==> src/rtl/octal_latch_xcvr_pkg.sv <==
package octal_latch_xcvr_pkg;

  // Per-direction control group, every field active low
  typedef struct packed {
    logic sel_n;
    logic cap_n;
    logic drv_n;
  } dir_ctrl_t;

endpackage

==> src/rtl/xcvr_rst_sync.sv <==
module xcvr_rst_sync #(
  parameter int STAGES = 2
) (
  input  logic clk,
  input  logic rst_n,
  output logic rst_sync_n
);

  logic [STAGES-1:0] sync_q;
  logic [STAGES-1:0] sync_d;

  always_comb begin
    sync_d = {sync_q[STAGES-2:0], 1'b1};
  end

  always_ff @(posedge clk or negedge rst_n) begin
    if (!rst_n) sync_q <= '0;
    else        sync_q <= sync_d;
  end

  assign rst_sync_n = sync_q[STAGES-1];

endmodule

==> src/rtl/xcvr_store_bank.sv <==
module xcvr_store_bank #(
  parameter int WIDTH = 8
) (
  input  logic             clk,
  input  logic             rst_n,
  input  logic             load_en,
  input  logic [WIDTH-1:0] d,
  output logic [WIDTH-1:0] q
);

  // One storage cell per bit: separate next-state and register processes
  for (genvar i = 0; i < WIDTH; i++) begin : g_cell
    logic cell_q;
    logic cell_d;

    always_comb begin
      cell_d = cell_q;
      if (load_en) cell_d = d[i];
    end

    always_ff @(posedge clk or negedge rst_n) begin
      if (!rst_n) cell_q <= 1'b0;
      else        cell_q <= cell_d;
    end

    assign q[i] = cell_q;
  end

endmodule

==> src/rtl/xcvr_dir_path.sv <==
module xcvr_dir_path
  import octal_latch_xcvr_pkg::*;
#(
  parameter int WIDTH = 8
) (
  input  logic             clk,
  input  logic             rst_n,
  input  dir_ctrl_t        ctrl,
  input  logic [WIDTH-1:0] src,
  output logic [WIDTH-1:0] dst,
  output logic             drive
);

  logic load_en;

  always_comb begin
    load_en = ~ctrl.sel_n & ~ctrl.cap_n;
    drive   = ~ctrl.sel_n & ~ctrl.drv_n;
  end

  xcvr_store_bank #(.WIDTH(WIDTH)) u_bank (
    .clk     (clk),
    .rst_n   (rst_n),
    .load_en (load_en),
    .d       (src),
    .q       (dst)
  );

endmodule

==> src/rtl/octal_latch_xcvr.sv <==
module octal_latch_xcvr
  import octal_latch_xcvr_pkg::*;
#(
  parameter int WIDTH = 8
) (
  input  logic             clk,
  input  logic             rst_n,
  input  logic [WIDTH-1:0] a_in,
  output logic [WIDTH-1:0] a_out,
  output logic             a_drive,
  input  logic [WIDTH-1:0] b_in,
  output logic [WIDTH-1:0] b_out,
  output logic             b_drive,
  input  logic             ab_sel_n,
  input  logic             ab_cap_n,
  input  logic             ab_drv_n,
  input  logic             ba_sel_n,
  input  logic             ba_cap_n,
  input  logic             ba_drv_n
);

  logic      rst_sync_n;
  dir_ctrl_t ab_ctrl;
  dir_ctrl_t ba_ctrl;

  assign ab_ctrl = '{sel_n: ab_sel_n, cap_n: ab_cap_n, drv_n: ab_drv_n};
  assign ba_ctrl = '{sel_n: ba_sel_n, cap_n: ba_cap_n, drv_n: ba_drv_n};

  xcvr_rst_sync #(.STAGES(2)) u_rst (
    .clk        (clk),
    .rst_n      (rst_n),
    .rst_sync_n (rst_sync_n)
  );

  xcvr_dir_path #(.WIDTH(WIDTH)) u_ab (
    .clk   (clk),
    .rst_n (rst_sync_n),
    .ctrl  (ab_ctrl),
    .src   (a_in),
    .dst   (b_out),
    .drive (b_drive)
  );

  xcvr_dir_path #(.WIDTH(WIDTH)) u_ba (
    .clk   (clk),
    .rst_n (rst_sync_n),
    .ctrl  (ba_ctrl),
    .src   (b_in),
    .dst   (a_out),
    .drive (a_drive)
  );

endmodule

==> config.mk <==
export PLATFORM = sky130hd
export DESIGN_NAME = octal_latch_xcvr
export DESIGN_NICKNAME = d
export VERILOG_FILES = /design/src/rtl/octal_latch_xcvr_pkg.sv /design/src/rtl/xcvr_rst_sync.sv /design/src/rtl/xcvr_store_bank.sv /design/src/rtl/xcvr_dir_path.sv /design/src/rtl/octal_latch_xcvr.sv
export SDC_FILE = /design/constraint.sdc
export NUM_CORES = 1
export LEC_CHECK = 0
export BUFFER_PORTS_ARGS = -buffer_cell sky130_fd_sc_hd__buf_4
export CORE_MARGIN = 3
export CORE_UTILIZATION = 46
export DETAILED_ROUTE_END_ITERATION = 10
export PLACE_DENSITY_LB_ADDON = 0.08
export SYNTH_ARGS = -nofsm -noshare
export SYNTH_HDL_FRONTEND = slang
export SYNTH_SLANG_ARGS = --single-unit
==> constraint.sdc <==
create_clock -name clk -period 1.6 [get_ports clk]
set_input_delay 0.24 -clock clk [delete_from_list [all_inputs] [get_ports clk]]
set_output_delay 0.24 -clock clk [all_outputs]
set_load 0.01 [all_outputs]
# ---- Word-level counts from Yosys, hierarchy flattened
# Index checks and enable logic that the tools add are counted.
dict set report word_totals {
  reg_bits 18
  in_bits 24
  out_inout_bits 18
}
dict set report op_classes {
  bitwise 10
}
# operator count
set ops {}
lappend ops {{$not 1->1} 6}
lappend ops {{$and 1x1->1} 4}

# ---- Longest topological paths before layout
dict set report depth {
  depth_word 2
  mapped_depth 2
  depth_no_buf 2
}

# ---- Hierarchy
# A second synthesis with hierarchy kept.
dict set report hier_totals {
  hier_cells 57
  hier_area_um2 852.1
}
# mod n_inst cells_each area_each_um2 seq_area_each_um2
set modules_own_cells {}
lappend modules_own_cells {xcvr_store_bank 2 25 391.6 200.2}
lappend modules_own_cells {xcvr_rst_sync 1 3 53.8 50.0}
lappend modules_own_cells {xcvr_dir_path 2 2 7.5 0.0}

# ---- Least setup slack after synthesis
# OpenSTA, ideal clock, no wires.
dict set report synth_path {
  path_type {input port to flip-flop}
  start {input ab_sel_n}
  end {register u_ab.u_bank.g_cell[0].cell_q}
  setup_time_ns 0.125
  arrival_ns 0.760
  required_ns 1.475
  path_slack_ns 0.715
  stages 2
  path_buffers 0
  path_cell_list {nor2_4 -> mux2_2}
}
dict set report synth_via {
  elab_chain_len 2
}
# item line
set synth_lines {}
lappend synth_lines {{start, declared} octal_latch_xcvr.sv:14} ;# input logic ab_sel_n,
lappend synth_lines {{$not 1->1} xcvr_dir_path.sv:17} ;# load_en = ~ctrl.sel_n & ~ctrl.cap_n;
lappend synth_lines {{$and 1x1->1} xcvr_dir_path.sv:17}
lappend synth_lines {{end signal, assigned} xcvr_store_bank.sv:23} ;# else cell_q <= cell_d;
lappend synth_lines {{end, declared} xcvr_store_bank.sv:13} ;# logic cell_q;
# Every way passes these cells.
# A chain may end at the register's enable or synchronous reset.

# ---- Worst setup path after layout
dict set report layout_path {
  start {register u_ab.u_bank.g_cell[4].cell_q}
  end {output b_out[4]}
}
# item line
set layout_lines {}
lappend layout_lines {{start, declared} xcvr_store_bank.sv:13}
lappend layout_lines {{start signal, assigned} xcvr_store_bank.sv:23}
lappend layout_lines {{end, declared} octal_latch_xcvr.sv:12} ;# output logic [WIDTH-1:0] b_out,
# No word-level cell between the ends.

==> impl_metrics.json <==
{
  "dp.final_hpwl_um": 1030,
  "final_layout_size_suffix_gt1_share_pct": 74.1,
  "cts_sinks": 18,
  "vias": 497,
  "worstPathRequired_ns": 1.36,
  "synthTopCellsByArea": "dfrtp_1 (57%), mux2_2 (23%), buf_4 (15%), nor2_4 (2.9%), nor2_1 (0.96%)",
  "grt_pass1_wl_um": 1770,
  "insertion_delay_ns": 0.28,
  "layout_setup_ws_ns": 0.533,
  "fin_nets": 110,
  "syn_to_final_growth_pct": 32.4,
  "synthesis.area_um2": 785,
  "synth_top_area_share_pct": 57.4,
  "power.leakage_nw": 0.507,
  "place.gp.congestion": 0.649,
  "grt_pass1_vias": 450,
  "fmax_ghz": 0.938,
  "period_needed_ns": 1.07,
  "grt_usage_pct": 11.9,
  "post_drt_via_cell_ratio": 4.92,
  "status": "finished clean",
  "netlist_instances": 55,
  "first_pass_iters": 2,
  "rows": 14,
  "routed_wl_um": 1280,
  "crit_arrival_ns": 0.83,
  "dp_slack_ns": 0.512,
  "cts_max_path_buffers": 2,
  "ant_nets": 0,
  "whs_ns": 0.179,
  "start_util_pct": 50.3,
  "ys_seq_elements": 18,
  "ys_warn_count": 0,
  "nFillCells": 126,
  "drtIter0Drc": 2,
  "grt_remaining_overflow": 0,
  "numCtsBuffers": 3,
  "rsz0062_at_grt": "false",
  "h-tree-depth": 1,
  "ys_seq_area_share_pct": 57.4,
  "worst_pin_slew_ns": 0.611,
  "holdCritPathClass": "in2reg",
  "finClkSkew_ns": 0.00416,
  "yosysUniqueCellTypes": 6,
  "max-cap-violations": 0,
  "core_um2": 1560,
  "cpPeakStageDelay_ns": 0.40,
  "worst-path-buf-inv": 1,
  "synthesis.nets": 79,
  "critPathCaptureType": "primary output",
  "finalSetupViolCount": 0,
  "path_cells": "buf_4",
  "pwr_density_cell_nw_per_um2": 1030,
  "multi_input_area_um2": 214,
  "num_io_pins": 42,
  "mostFrequentLayoutCells": "buf_4 (41), dfrtp_1 (18), mux2_2 (16)",
  "critPathTopFamily": "flip-flops",
  "wl_per_cell_um": 12.6,
  "antenna_found_initial": 0,
  "drc": 0,
  "p_total_mw": 1.07,
  "clkTransAtPathRegs_ns": 0.10,
  "final_common_cell": "buf_4",
  "path_class": "reg2out",
  "cts_root_buffer": "clkbuf_4",
  "die_area_um2": 2240,
  "critPathLaunchType": "flip-flop",
  "path_max_fanout": 2,
  "final_max_slew_viol_count": 0,
  "diodes": 0,
  "port_buffers": 41,
  "fin_util_pct": 66.6,
  "yosysTopAreaCell": "dfrtp_1",
  "die_w_um": 47.3,
  "hold_violations": 0,
  "finalSetupTns_ns": 0,
  "syn_avg_cell_area_um2": 14.3,
  "fin_crit_sh_pct": 66.7,
  "seq_area_um2": 450,
  "cts_tree": "built",
  "cp_slowest_cell": "dfrtp_1",
  "grt_start_max_net_pins": 17,
  "die_height_um": 47.3,
  "slew_headroom_pct": 59.3,
  "vdd_ir_drop_max_mv": 0.592
}
-- state kept, by name (all words and copies together) (netlist names) --
name,cells
u_ab.u_bank.g_cell.cell_q,8
u_rst.sync_q,2
u_ba.u_bank.g_cell.cell_q,8
-- synthesized netlist by cell type --
cell type and count:
conb_1 1, nor2_4 2, dfrtp_1 18, nor2_1 2, buf_4 16, mux2_2 16
-- cells by family (layout without fill, tap and decap cells) --
family,after synthesis,count (layout),share of synthesized area [%]
other,1,1,0.478
muxes,16,16,23.0
DFF,18,18,57.4
buffers and inverters,16,46,15.3
and+or+nand+nor,4,4,3.83
-- timing repair --
action | 4_1_cts | 5_1_grt
hold buffers | 1 | 0
setup buffers | 0 | 0
gates resized for setup | 0 | 0
setup endpoints to repair | 0 | 0
endpoints found under the hold margin | 2 | 0
-- stage by stage --
stage | cells | cell area, um^2
global placement | 96 | 992
CTS | 101 | 1040
global route | 101 | 1040
detailed placement | 96 | 992
finish | 101 | 1040
floorplan | 55 | 785
-- where the power goes --
group | internal (mW) | switching (mW) | total [mW]
logic | 0.163 | 0.0878 | 0.250
registers | 0.517 | 0.0362 | 0.553
clock network | 0.138 | 0.131 | 0.269
-- worst paths after layout --
kind                                                               start                                  endpoint  slack, ns  cells past startpoint
worst max-delay path            u_ab.u_bank.g_cell[4].cell_q$_DFFE_PN0P_                                  b_out[4]       0.53                      1
worst min-delay path                                             b_in[5]  u_ba.u_bank.g_cell[5].cell_q$_DFFE_PN0P_       0.18                      2
worst max register to register  u_ba.u_bank.g_cell[0].cell_q$_DFFE_PN0P_  u_ba.u_bank.g_cell[0].cell_q$_DFFE_PN0P_       0.85                      1
worst min register to register                 u_rst.sync_q[1]$_DFF_PN0_  u_ab.u_bank.g_cell[4].cell_q$_DFFE_PN0P_       0.25                      0
max in group asynchronous                      u_rst.sync_q[1]$_DFF_PN0_  u_ba.u_bank.g_cell[2].cell_q$_DFFE_PN0P_       0.95                      0
min in group asynchronous                      u_rst.sync_q[1]$_DFF_PN0_  u_ab.u_bank.g_cell[4].cell_q$_DFFE_PN0P_       0.25                      0
-- routing by layer --
| metal | share of wire, % | global-route usage [%] | vias to the layer above |
|---|---|---|---|
| met5 | 0 | 0 | - |
| met4 | 0.63 | 8.29 | 0 |
| met3 | 15 | 3.45 | 2 |
| met2 | 48 | 21.1 | 31 |
| met1 | 37 | 11.7 | 236 |
| li1 | - | - | 228 |
-- final cells by class --
class / instances / share of cell area [%]
clock buffer: 4 / 3.49
multi-input combinational: 21 / 20.6
sequential: 18 / 43.4
tap: 16 / 1.93
timing repair buffer: 42 / 30.6
No activity file was read; power rests on OpenSTA's default activity.
